$ cat src/rtl/usec_timer_pkg.sv
package usec_timer_pkg;
    localparam int ADDR_W = 8;
    localparam logic [ADDR_W-1:0] OFS_LATCH_LO = 8'h50;
    localparam logic [ADDR_W-1:0] OFS_LATCH_HI = 8'h54;
    localparam logic [ADDR_W-1:0] OFS_START    = 8'h58;

    typedef enum logic [0:0] {
        ST_IDLE = 1'b0,
        ST_RUN  = 1'b1
    } tmr_state_e;
endpackage

$ cat src/rtl/usec_tick_gen.sv
module usec_tick_gen #(
    parameter int TICK_DIV = 4
) (
    input  logic clk,
    input  logic rst_n,
    input  logic clear_i,
    output logic tick_o
);
    generate
        if (TICK_DIV <= 1) begin : g_direct
            assign tick_o = 1'b1;
        end else begin : g_div
            localparam int PW = $clog2(TICK_DIV);
            localparam logic [PW-1:0] LAST = PW'(TICK_DIV - 1);
            logic [PW-1:0] pres_q;

            always_ff @(posedge clk) begin
                if (!rst_n)              pres_q <= '0;
                else if (clear_i)        pres_q <= '0;
                else if (pres_q == LAST) pres_q <= '0;
                else                     pres_q <= pres_q + PW'(1);
            end

            assign tick_o = (pres_q == LAST);

            AST_TICK_CLEARED: assert property (@(posedge clk) disable iff (!rst_n)
                clear_i |=> !tick_o);
        end
    endgenerate
endmodule

$ cat src/rtl/usec_latch_regs.sv
module usec_latch_regs
    import usec_timer_pkg::*;
#(
    parameter int DATA_W = 8,
    parameter int SHIFT  = 4,
    localparam int CNT_W = 2 * DATA_W
) (
    input  logic              clk,
    input  logic              rst_n,
    input  logic [ADDR_W-1:0] addr,
    input  logic              wr_en,
    input  logic              wr_byte_en,
    input  logic [DATA_W-1:0] wr_data,
    output logic [DATA_W-1:0] rd_data,
    output logic [CNT_W-1:0]  period_o,
    output logic              start_o
);
    logic [DATA_W-1:0] lo_q, hi_q;
    logic wr_lane;

    assign wr_lane = wr_en && wr_byte_en;

    always_ff @(posedge clk) begin
        if (!rst_n) begin
            lo_q <= '0;
            hi_q <= '0;
        end else begin
            if (wr_lane && addr == OFS_LATCH_LO) lo_q <= wr_data;
            if (wr_lane && addr == OFS_LATCH_HI) hi_q <= wr_data;
        end
    end

    always_comb begin
        unique case (addr)
            OFS_LATCH_LO: rd_data = lo_q;
            OFS_LATCH_HI: rd_data = hi_q;
            default:      rd_data = '0;
        endcase
    end

    assign period_o = {hi_q, lo_q} >> SHIFT;
    assign start_o  = wr_en && (addr == OFS_START);

    AST_LATCH_GUARDED: assert property (@(posedge clk) disable iff (!rst_n)
        (wr_en && (!wr_byte_en || (addr != OFS_LATCH_LO && addr != OFS_LATCH_HI)))
        |=> ($stable(lo_q) && $stable(hi_q)));
endmodule

$ cat src/rtl/usec_timer_core.sv
module usec_timer_core
    import usec_timer_pkg::*;
#(
    parameter int CNT_W    = 16,
    parameter int TICK_DIV = 4
) (
    input  logic             clk,
    input  logic             rst_n,
    input  logic             start_i,
    input  logic             tick_i,
    input  logic [CNT_W-1:0] period_i,
    output logic             expire_o
);
    tmr_state_e       state_q, state_d;
    logic [CNT_W-1:0] remain_q, remain_d;
    logic             expire_q, expire_d;

    always_comb begin
        state_d  = state_q;
        remain_d = remain_q;
        expire_d = 1'b0;
        unique case (state_q)
            ST_IDLE: begin
                if (start_i) begin
                    state_d  = ST_RUN;
                    remain_d = period_i;
                end
            end
            ST_RUN: begin
                if (start_i) begin
                    remain_d = period_i;
                end else if (tick_i) begin
                    if (remain_q <= CNT_W'(1)) begin
                        expire_d = 1'b1;
                        remain_d = period_i;
                    end else begin
                        remain_d = remain_q - CNT_W'(1);
                    end
                end
            end
        endcase
    end

    always_ff @(posedge clk) begin
        if (!rst_n) state_q <= ST_IDLE;
        else        state_q <= state_d;
    end

    always_ff @(posedge clk) begin
        if (!rst_n) begin
            remain_q <= '0;
            expire_q <= 1'b0;
        end else begin
            remain_q <= remain_d;
            expire_q <= expire_d;
        end
    end

    assign expire_o = expire_q;

    AST_IDLE_QUIET: assert property (@(posedge clk) disable iff (!rst_n)
        (state_q == ST_IDLE) |=> !expire_q);
    AST_START_LOADS: assert property (@(posedge clk) disable iff (!rst_n)
        start_i |=> (state_q == ST_RUN && remain_q == $past(period_i) && !expire_q));
    AST_COUNT_STEP: assert property (@(posedge clk) disable iff (!rst_n)
        (state_q == ST_RUN && tick_i && !start_i && remain_q > CNT_W'(1))
        |=> (remain_q == $past(remain_q) - CNT_W'(1) && !expire_q));
    AST_HOLD_NO_TICK: assert property (@(posedge clk) disable iff (!rst_n)
        (state_q == ST_RUN && !tick_i && !start_i) |=> ($stable(remain_q) && !expire_q));
    AST_RELOAD: assert property (@(posedge clk) disable iff (!rst_n)
        (state_q == ST_RUN && tick_i && !start_i && remain_q <= CNT_W'(1))
        |=> (expire_q && remain_q == $past(period_i)));

    generate
        if (TICK_DIV > 1) begin : g_pulse_chk
            AST_PULSE_SINGLE: assert property (@(posedge clk) disable iff (!rst_n)
                expire_q |=> !expire_q);
        end
    endgenerate
endmodule

$ cat src/rtl/usec_reload_timer.sv
module usec_reload_timer
    import usec_timer_pkg::*;
#(
    parameter int DATA_W   = 8,
    parameter int SHIFT    = 4,
    parameter int TICK_DIV = 4
) (
    input  logic              clk,
    input  logic              rst_n,
    input  logic [ADDR_W-1:0] addr,
    input  logic              wr_en,
    input  logic              wr_byte_en,
    input  logic [DATA_W-1:0] wr_data,
    output logic [DATA_W-1:0] rd_data,
    output logic              expire_pulse
);
    localparam int CNT_W = 2 * DATA_W;

    logic [CNT_W-1:0] period;
    logic             start;
    logic             tick;

    usec_latch_regs #(.DATA_W(DATA_W), .SHIFT(SHIFT)) u_regs (
        .clk        (clk),
        .rst_n      (rst_n),
        .addr       (addr),
        .wr_en      (wr_en),
        .wr_byte_en (wr_byte_en),
        .wr_data    (wr_data),
        .rd_data    (rd_data),
        .period_o   (period),
        .start_o    (start)
    );

    usec_tick_gen #(.TICK_DIV(TICK_DIV)) u_tick (
        .clk     (clk),
        .rst_n   (rst_n),
        .clear_i (start),
        .tick_o  (tick)
    );

    usec_timer_core #(.CNT_W(CNT_W), .TICK_DIV(TICK_DIV)) u_core (
        .clk      (clk),
        .rst_n    (rst_n),
        .start_i  (start),
        .tick_i   (tick),
        .period_i (period),
        .expire_o (expire_pulse)
    );
endmodule

$ cat config.mk
export PLATFORM = sky130hd
export DESIGN_NAME = usec_reload_timer
export DESIGN_NICKNAME = d
export VERILOG_FILES = /design/src/rtl/usec_timer_pkg.sv /design/src/rtl/usec_tick_gen.sv /design/src/rtl/usec_latch_regs.sv /design/src/rtl/usec_timer_core.sv /design/src/rtl/usec_reload_timer.sv
export SDC_FILE = /design/constraint.sdc
export NUM_CORES = 1
export LEC_CHECK = 0
export ABC_AREA = 1
export BUFFER_PORTS_ARGS = -buffer_cell sky130_fd_sc_hd__buf_2
export CORE_MARGIN = 4
export CORE_UTILIZATION = 61
export CTS_CLUSTER_DIAMETER = 80
export DETAILED_ROUTE_END_ITERATION = 10
export GPL_TIMING_DRIVEN = 0
export PLACE_DENSITY = 0.8
export SLEW_MARGIN = 10
export SYNTH_ARGS = -nofsm -noshare
export SYNTH_HDL_FRONTEND = slang
export SYNTH_SLANG_ARGS = --single-unit
export TNS_END_PERCENT = 10
$ cat constraint.sdc
create_clock -name clk -period 3.6 [get_ports clk]
set_input_delay 0.54 -clock clk [delete_from_list [all_inputs] [get_ports clk]]
set_output_delay 0.54 -clock clk [all_outputs]
set_load 0.01 [all_outputs]
==> flow_summary.yaml, run 1 <==
run_status:
  status: "finished clean"
finish:
  diodes: 0
  drive_above_1_share: 0.177
  instances_no_fill: 383
  nets: 361
  area_growth_pct: 16.1
sta:
  fin_crit_ns: 2.10
  rsz0062_at_grt: "false"
  slew_headroom: 0.693
  period_share: 0.583
  fin_tns_setup_ns: 0
  fmax_mhz: 476
  skew_ns: 0.0115
  maxSlewViolCount: 0
  setup_violations: 0
  worstMarginPinSlew_ns: 0.461
  hold_violations: 0
worst_hold_path:
  hold_class: "input port to register"
drt:
  wl_per_cell_um: 12.1
  drtAntennaViolNets: 0
  drt-initial-drc-count: 165
  drcViolationCount: 0
  vias_per_cell: 5.12
  drt_wl_total_um: 4620
  vias: 1960
  drt-pass1-iter-count: 4
floorplanning:
  core-area_um2: 3100
  rows: 20
  die_area_um2: 4260
  initial_utilization: 0.645
  ios: 29
  die_width_um: 65.3
  die_y_um: 65.3
synthesis:
  synth_top_area_cell: "dfxtp_1"
  synth-compound-area-share: 0.138
  synth_area_leaders: "dfxtp_1, nand2_1, inv_1"
  synth_top_family_by_area: "simple AND/OR/NAND/NOR gates"
  yosys.area_share.adder: 0.0188
  ys_ff_latch: 36
  syn_nets: 326
  ys_seq_area_frac: 0.360
  syn_inst: 303
  postSynth.asyncResetShare: 0
  synth.distinct_cells: 31
  ys.flop_type: "dfxtp_1"
  synth_edf_count: 0
  yosysMostFrequentCell: "nand2_1"
  syn_area_um2: 2000
  avgSynthCellArea_um2: 6.61
  synthSimpleGateAreaFrac: 0.348
  yosys-top-cells-count: "nand2_1, inv_1, nor2_1, dfxtp_1, o21ai_0"
  muxShareOfSynthArea: 0
  synth_xor_area_frac: 0.00875
  ys_warn_count: 0
  synth_top_cell_area_share: 0.360
clock_network:
  clk_latency_ns: 0.36
  post_cts_resized: 0
  cts_tree: "done"
  post_cts_buffers: 0
  ctsLongestPathBuffers: 2
  clock-sinks: 36
  ctsHoldBuffers: 0
  path_clk_slew_ns: 0.12
  numCtsBuffers: 5
  root_buffer: "clkbuf_4"
  cts-htree-levels: 2
global_route:
  grt_pass1_wl_um: 7800
  grt_use_total: 0.239
  grt-ovfl-total: 0
  antenna_found_initial: 0
  grt_pass1_vias: 1757
  grt_max_degree: 13
critical_path:
  path_cells: "buf_2, inv_1, nand2_2, nor3_1, nand2_1, o21ai_0, buf_2"
  required_ns: 3.06
  crit_path_start_kind: "input port"
  crit_path_end_kind: "primary output"
  critPathSlowestCell: "o21ai_0"
  crit_arrival_ns: 1.56
  critPathMaxFanout: 9
  worst-path-buf-inv: 3
  critPathTopFamily: "simple AND/OR/NAND/NOR gates"
  crit_top_cell: "buf_2"
  rrSetupSlack_ns: 1.86
  cpPeakStageDelay_ns: 0.26
  critical_path_class: "input port to primary output"
power_and_ir_drop:
  power.density_nw_per_um2: 379
  peakVddDrop_mv: 0.305
  leakage_uw: 0.00112
placed_design:
  dp.final_hpwl_um: 3290
  globalplace.congestion: 0.788
  place_inst: 375
  io_buffers: 28
run:
  cap_violations: 0
stage by stage:
step | worst slack, ns | hold slack, ns | area [um2] | total power [uW] | util
detailed placement | 1.53 | 0.417 | 2200 | 458 | 0.708
global placement | 1.55 | 0.412 | 2200 | 457 | 0.708
global route | 1.40 | 0.431 | 2320 | 906 | 0.749
floorplan | 1.80 | 0.398 | 2000 | 439 | -
finish | 1.50 | 0.407 | 2320 | 882 | 0.749
CTS | 1.49 | 0.401 | 2320 | 883 | 0.749
registers in the layout, indices dropped and copies added (netlist names):
register and count:
u_core.expire_o 1, u_core.remain_q 16, u_core.state_q 1, u_regs.hi_q 8
u_regs.lo_q 8, u_tick.g_div.pres_q 2
tightest hold or removal path, stage by stage:
cell and delay, ns:
buf_2 0.08, nor2_1 0.04, nor2_1 0.08
power by group:
group / switching [uW] / internal [uW] / total [uW]
sequential: 1.89 / 402 / 404
clock: 147 / 286 / 433
combinational: 27.4 / 17.9 / 45.3
total: 176 / 706 / 882
cell families after synthesis:
kind of cell,Yosys count
AOI/OAI and AO/OA,52
adders and majority gates,3
and+or+nand+nor,154
DFF,36
buffers and inverters,56
xor gates and xnor gates,2
cells in the final DEF (no fill, tap or decap):
cell type / netlist / routed
buf_4: 1 / 1
ha_1: 3 / 3
nor2_1: 42 / 42
dfxtp_1: 36 / 36
nor3_1: 5 / 5
buf_6: 5 / 5
xor2_1: 2 / 2
o21bai_1: 3 / 3
nand3b_1: 1 / 1
nand3_1: 21 / 21
nor2_2: 3 / 3
bufinv_16: 0 / 3
clkbuf_4: 0 / 5
a21oi_2: 1 / 1
nand2_2: 3 / 3
and3_1: 1 / 1
buf_2: 1 / 29
nor4_1: 1 / 1
o21ai_2: 1 / 1
clkbuf_1: 1 / 1
nor2_4: 4 / 4
nand4_1: 4 / 4
buf_1: 1 / 1
inv_2: 2 / 2
or2_1: 1 / 1
nand2_4: 1 / 1
o21ai_0: 29 / 29
inv_1: 45 / 45
o22ai_1: 1 / 1
o21ai_1: 1 / 1
nand2_1: 65 / 65
a21oi_1: 16 / 16
nand3_2: 2 / 2
final timing paths:
path | cells after the start | endpoint | from
min reg2reg | 1 | u_tick.g_div.pres_q[0] | u_tick.g_div.pres_q[0]
max reg2reg | 12 | u_core.remain_q[13] | u_core.remain_q[0]
min | 3 | u_regs.lo_q[3] | wr_data[3]
max | 7 | rd_data[5] | addr[0]
metal layers:
layer,wire length [um],track usage,vias to the layer above
met4,65,0.109,0
li1,-,-,1030
met1,1960,0.284,869
met2,2290,0.401,54
met3,314,0.0632,7
met5,0,0,-
final cells by class:
| cell class | instances | area, um2 |
|---|---|---|
| Multi-Input combinational cell | 211 | 1030 |
| Fill cell | 290 | 778 |
| Sequential cell | 36 | 721 |
| Inverter | 47 | 176 |
| Timing Repair Buffer | 28 | 140 |
| Clock inverter | 3 | 90.1 |
| Buffer | 9 | 76.3 |
| Tap cell | 44 | 55.1 |
| Clock buffer | 5 | 37.5 |
(Power assumes the default switching activity.)
==> run 2: changes to the inputs <==
--- a/config.mk
+++ b/config.mk
@@ -8,11 +8,11 @@
 export ABC_AREA = 1
 export BUFFER_PORTS_ARGS = -buffer_cell sky130_fd_sc_hd__buf_2
 export CORE_MARGIN = 4
-export CORE_UTILIZATION = 61
+export CORE_UTILIZATION = 56
 export CTS_CLUSTER_DIAMETER = 80
 export DETAILED_ROUTE_END_ITERATION = 10
 export GPL_TIMING_DRIVEN = 0
-export PLACE_DENSITY = 0.8
+export PLACE_DENSITY = 0.74
 export SLEW_MARGIN = 10
 export SYNTH_ARGS = -nofsm -noshare
 export SYNTH_HDL_FRONTEND = slang
==> constraint.sdc (replaced) <==
create_clock -name clk -period 2.2 [get_ports clk]
set_input_delay 0.33 -clock clk [delete_from_list [all_inputs] [get_ports clk]]
set_output_delay 0.33 -clock clk [all_outputs]
set_load 0.01 [all_outputs]
==> run 2 against run 1 <==
Against the previous run: clock-buffer cell count unchanged; clock power increased by 7.9%; critical path depth is 5 higher; non-clock buffer count unchanged; wire length decreased by 6.2%; sequential power up 64%; worst hold slack lost 0.19 ns; first-iteration DRC count decreased by 56%; flip-flop and latch count stayed put; final area down 1.9%; via count fell by 3.6%; global-route usage shrank 2.5 points; largest cell class unchanged; largest power group is now sequential cells.
==> flow_summary.yaml, run 2 (same netlist as run 1, synthesis figures left out) <==
clock_network:
  clk_latency_ns: 0.34
  root_buffer: "clkbuf_4"
  ctsHoldBuffers: 0
  cts_tree: "done"
  cts-htree-levels: 2
  ctsLongestPathBuffers: 2
  path_clk_slew_ns: 0.12
  numCtsBuffers: 5
  post_cts_resized: 0
  post_cts_buffers: 0
  clock-sinks: 36
critical_path:
  path_cells: "inv_1, ha_1, inv_1, nand2_1, nand2_1, nor2_1, nand2_1, nand3_2, nand2_2, buf_6, nand2_1, nor2_1"
  crit_arrival_ns: 1.98
  worstReg2RegEnd: "u_core.remain_q[12]"
  critPathSlowestCell: "dfxtp_1"
  reg2regPathDepth: 12
  crit_path_start_kind: "register"
  critical_path_class: "register to register"
  crit_path_end_kind: "register"
  critPathMaxFanout: 10
  rrSetupSlack_ns: 0.51
  crit_top_cell: "nand2_1"
  cpPeakStageDelay_ns: 0.41
  reg2reg_from: "u_core.remain_q[0]"
  required_ns: 2.49
finish:
  drive_above_1_share: 0.177
  layout_common_cells: "nand2_1, inv_1, nor2_1"
  stdcell_area_um2: 2280
  nets: 361
  diodes: 0
  largest_reg_flops: 16
  multi_input_area_um2: 1030
  top_regs: "u_core.remain_q: 16 flops, u_regs.hi_q: 8 flops, u_regs.lo_q: 8 flops"
  regArea_um2: 721
  largest-register: "u_core.remain_q"
  instances_no_fill: 385
  area_growth_pct: 13.9
  nFillCells: 344
  final_common_cell: "nand2_1"
power_and_ir_drop:
  power.density_nw_per_um2: 527
  leakage_uw: 0.00109
  peakVddDrop_mv: 0.322
sta:
  rsz0062_at_grt: "false"
  slew_headroom: 0.686
  maxSlewViolCount: 0
  fin_crit_ns: 1.69
  fin_tns_setup_ns: 0
  worstMarginPinSlew_ns: 0.471
  period_share: 0.770
  hold_violations: 0
  fmax_mhz: 591
  setup_violations: 0
  skew_ns: 0.0160
floorplanning:
  ios: 29
  core-area_um2: 3390
  die_y_um: 67.8
  rows: 21
  die_area_um2: 4600
  die_width_um: 67.8
  initial_utilization: 0.591
placed_design:
  dp.final_hpwl_um: 3260
  globalplace.congestion: 0.790
  place_inst: 377
  io_buffers: 28
  place_area_um2: 2200
drt:
  vias: 1890
  drtAntennaViolNets: 0
  drt-initial-drc-count: 72
  vias_per_cell: 4.91
  drt_wl_total_um: 4340
  drt-pass1-iter-count: 4
  drcViolationCount: 0
  wl_per_cell_um: 11.3
worst_hold_path:
  hold_class: "input port to register"
  hold_start: "wr_data[1]"
  whs_endpoint: "u_regs.lo_q[1]"
  min_path_cells: 3
global_route:
  grt_pass1_vias: 1730
  grt_max_degree: 13
  grt_use_met2: 0.360
  antenna_found_initial: 0
  use_met1: 0.271
  met3_usage: 0.0433
  grt_use_total: 0.214
  grt-ovfl-total: 0
  gr-max-usage-layer: "met2"
  grt_pass1_wl_um: 7490
run:
  cap_violations: 0
run_status:
  status: "finished clean"
==> run 2: changes by cell type in the layout (fill, tap and decap cells not counted) <==
cell and delta:
clkinv_2 +1, clkinvlp_4 +1, bufinv_16 -2
==> run 2: area by class of cell <==
cell class,instances,share of cell area
Buffer,9,0.0335
Clock buffer,5,0.0165
Clock inverter,3,0.0187
Inverter,47,0.0774
Multi-Input combinational cell,211,0.451
Sequential cell,36,0.316
Tap cell,46,0.0252
Timing Repair Buffer,28,0.0615
==> run 2: through the flow <==
step	setup slack (ns)	util	hold slack (ns)	total power, uW
2_1_floorplan	0.759	-	0.398	718
3_3_place_gp	0.552	0.649	0.413	748
3_5_place_dp	0.516	0.649	0.416	750
4_1_cts	0.494	0.673	0.206	1220
5_1_grt	0.328	0.673	0.225	1260
6_report	0.507	0.673	0.217	1200
==> run 2: worst max-delay path by stage <==
stage	slack, ns	depth (start not counted)	end	start
floorplan	0.76	12	u_core.remain_q[12]	u_core.remain_q[0]
global placement	0.55	12	u_core.remain_q[12]	u_core.remain_q[0]
detailed placement	0.52	12	u_core.remain_q[12]	u_core.remain_q[0]
CTS	0.49	12	u_core.remain_q[12]	u_core.remain_q[0]
global route	0.33	12	u_core.remain_q[14]	u_core.remain_q[0]
finish	0.51	12	u_core.remain_q[12]	u_core.remain_q[0]
==> run 2: power by group <==
| part | internal (uW) | total [uW] | switching, uW |
|---|---|---|---|
| Sequential | 658 | 661 | 2.81 |
| Combinational | 29.4 | 74.2 | 44.8 |
| Clock | 237 | 467 | 230 |
==> run 2: critical path: cells and delay by family, from the launching register on <==
kind,cells,cell delay (ns)
adders and majority gates,1,0.24
DFF,1,0.41
and+or+nand+nor,8,0.73
buffers and inverters,3,0.26
==> run 2: routing by layer <==
metal	share of wire	wire (um)	up-vias
met5	0	0	-
met4	0.0076	33	0
met3	0.037	162	4
met2	0.46	1990	35
met1	0.50	2150	823
li1	-	-	1028
==> run 3: changes to the inputs <==
--- a/config.mk
+++ b/config.mk
@@ -8,11 +8,11 @@
 export ABC_AREA = 1
 export BUFFER_PORTS_ARGS = -buffer_cell sky130_fd_sc_hd__buf_2
 export CORE_MARGIN = 4
-export CORE_UTILIZATION = 56
+export CORE_UTILIZATION = 51
 export CTS_CLUSTER_DIAMETER = 80
 export DETAILED_ROUTE_END_ITERATION = 10
 export GPL_TIMING_DRIVEN = 0
-export PLACE_DENSITY = 0.74
+export PLACE_DENSITY = 0.71
 export SLEW_MARGIN = 10
 export SYNTH_ARGS = -nofsm -noshare
 export SYNTH_HDL_FRONTEND = slang
==> constraint.sdc (replaced) <==
create_clock -name clk -period 1.52 [get_ports clk]
set_input_delay 0.228 -clock clk [delete_from_list [all_inputs] [get_ports clk]]
set_output_delay 0.228 -clock clk [all_outputs]
set_load 0.01 [all_outputs]
==> run 3 against run 2 <==
Against the previous run: clock-buffer cell count unchanged; global-route usage decreased by 1.5 points; clock power increased by 49%; largest cell class unchanged; register-to-register slack got worse by 0.48 ns; critical endpoint is now u_core.remain_q[2]; cell count increased by 1.6%; clock skew decreased by 0.0062 ns; largest power group unchanged; via count increased by 3.5%.
==> flow_summary.yaml, run 3 (same netlist as run 1, synthesis figures left out) <==
run_status:
  status: "finished clean"
floorplanning:
  ios: 29
  die_y_um: 70.7
  rows: 22
  die_area_um2: 4990
  die_width_um: 70.7
  core-area_um2: 3720
  initial_utilization: 0.539
critical_path:
  required_ns: 1.75
  reg2reg_from: "u_core.remain_q[0]"
  worstReg2RegEnd: "u_core.remain_q[2]"
  critPathSlowestCell: "dfxtp_4"
  crit_top_cell: "nand2_2"
  path_cells: "inv_2, ha_4, inv_2, nand2_2, nand2_2, nor2_2, nand2_2, nand3_4, nand2_4, clkbuf_4, a21oi_1"
  critical_path_class: "register to register"
  crit_path_end_kind: "register"
  cpPeakStageDelay_ns: 0.36
  reg2regPathDepth: 11
  crit_arrival_ns: 1.72
  rrSetupSlack_ns: 0.03
  critPathMaxFanout: 8
  crit_path_start_kind: "register"
clock_network:
  clk_latency_ns: 0.30
  numCtsBuffers: 5
  cts_tree: "done"
  root_buffer: "clkbuf_8"
  path_clk_slew_ns: 0.08
  ctsLongestPathBuffers: 2
  clock-sinks: 36
  cts-htree-levels: 2
  ctsHoldBuffers: 0
worst_hold_path:
  min_path_cells: 3
  whs_endpoint: "u_regs.lo_q[0]"
  hold_class: "input port to register"
  hold_start: "wr_data[0]"
drt:
  vias_per_cell: 5.00
  vias: 1956
  drt_wl_total_um: 4670
  drt-initial-drc-count: 121
  drtAntennaViolNets: 0
  drcViolationCount: 0
  drt-pass1-iter-count: 5
  wl_per_cell_um: 11.9
global_route:
  grt_use_met2: 0.334
  grt-ovfl-total: 0
  met3_usage: 0.0511
  use_met1: 0.249
  grt_max_degree: 14
  antenna_found_initial: 0
  gr-max-usage-layer: "met2"
  grt_use_total: 0.199
  grt_pass1_wl_um: 8010
  grt_pass1_vias: 1786
placed_design:
  place_area_um2: 2200
  detailedPlace.worstSlack_ns: -0.193
  dp.final_hpwl_um: 3320
  place_inst: 379
  globalplace.congestion: 0.777
  io_buffers: 28
power_and_ir_drop:
  peakVddDrop_mv: 0.471
  combPwrFrac: 0.066
  p_sw_frac: 0.252
  p_sw_uw: 446
  leakage_uw: 0.00112
  clkPwrFrac: 0.394
  pwr-share-seq: 0.540
  power.density_nw_per_um2: 731
  p_int_uw: 1320
finish:
  nFillCells: 376
  drive_above_1_share: 0.239
  diodes: 0
  final_common_cell: "nand2_1"
  largest-register: "u_core.remain_q"
  layout_common_cells: "nand2_1, inv_1, nor2_1"
  area_growth_pct: 20.6
  instances_no_fill: 391
  largest_reg_flops: 16
  nets: 365
  top_regs: "u_core.remain_q: 16 flops, u_regs.hi_q: 8 flops, u_regs.lo_q: 8 flops"
  stdcell_area_um2: 2410
sta:
  hold-worst-slack_ns: 0.164
  worst_slack_ns: 0.0289
  skew_ns: 0.00983
  setup_violations: 0
  fin_crit_ns: 1.49
  hold_violations: 0
  worstMarginPinSlew_ns: 0.558
  fmax_mhz: 671
  period_share: 0.981
  slew_headroom: 0.628
  rsz0062_at_grt: "true"
  maxSlewViolCount: 0
  fin_tns_setup_ns: 0
run:
  cap_violations: 0
-- run 3: how the worst max path moves through the flow --
stage                                  start                  end  slack [ns]  cells after the start
after floorplan           u_core.remain_q[0]  u_core.remain_q[12]        0.08                     12
after global placement    u_core.remain_q[0]  u_core.remain_q[13]       -0.14                     12
after detailed placement  u_core.remain_q[0]  u_core.remain_q[14]       -0.19                     12
after CTS                 u_core.remain_q[1]   u_core.remain_q[0]      0.0007                     12
after global routing      u_core.remain_q[1]   u_core.remain_q[1]       -0.05                     12
final                     u_core.remain_q[0]   u_core.remain_q[2]        0.03                     11
-- run 3: critical path, delay by kind of cell (launching register included) --
kind	cells	cell delay [ns]
fa+ha+maj	1	0.14
buf+inv	3	0.28
flops	1	0.36
compound gates	1	0.15
simple gates	6	0.50
-- run 3: routing by layer --
metal,share of wire,vias up,wire length [um]
li1,-,1041,-
met1,0.46,877,2170
met2,0.48,29,2260
met3,0.035,9,164
met4,0.017,0,80
met5,0,-,0
-- run 3: power groups by stage --
| stage | clock (uW) | combinational (uW) | sequential [uW] |
|---|---|---|---|
| final | 696 | 116 | 954 |
| after global routing | 760 | 132 | 955 |
| after CTS | 711 | 109 | 955 |
| after detailed placement | 0 | 107 | 978 |
| after global placement | 0 | 106 | 978 |
| after floorplan | 0 | 63.3 | 977 |
-- run 3: timing repair --
action | 4_1_cts | 5_1_grt
pin swaps | 1 | 10
setup buffers | 0 | 2
setup endpoints to repair | 16 | 24
resized for setup | 7 | 24
gates cloned | 1 | 1
-- run 3: metrics by stage --
stage | utilization | total power (uW)
2_1_floorplan | - | 1040
3_3_place_gp | 0.593 | 1080
3_5_place_dp | 0.593 | 1080
4_1_cts | 0.627 | 1780
5_1_grt | 0.650 | 1850
6_report | 0.650 | 1770
-- run 3: cell type report --
class | count | area (um2) | area share
Buffer | 9 | 76.3 | 0.0316
Clock buffer | 5 | 68.8 | 0.0285
Clock inverter | 3 | 23.8 | 0.00984
Inverter | 47 | 179 | 0.0741
Multi-Input combinational cell | 211 | 1110 | 0.459
Sequential cell | 36 | 726 | 0.301
Tap cell | 48 | 60.1 | 0.0249
Timing Repair Buffer | 32 | 174 | 0.0720
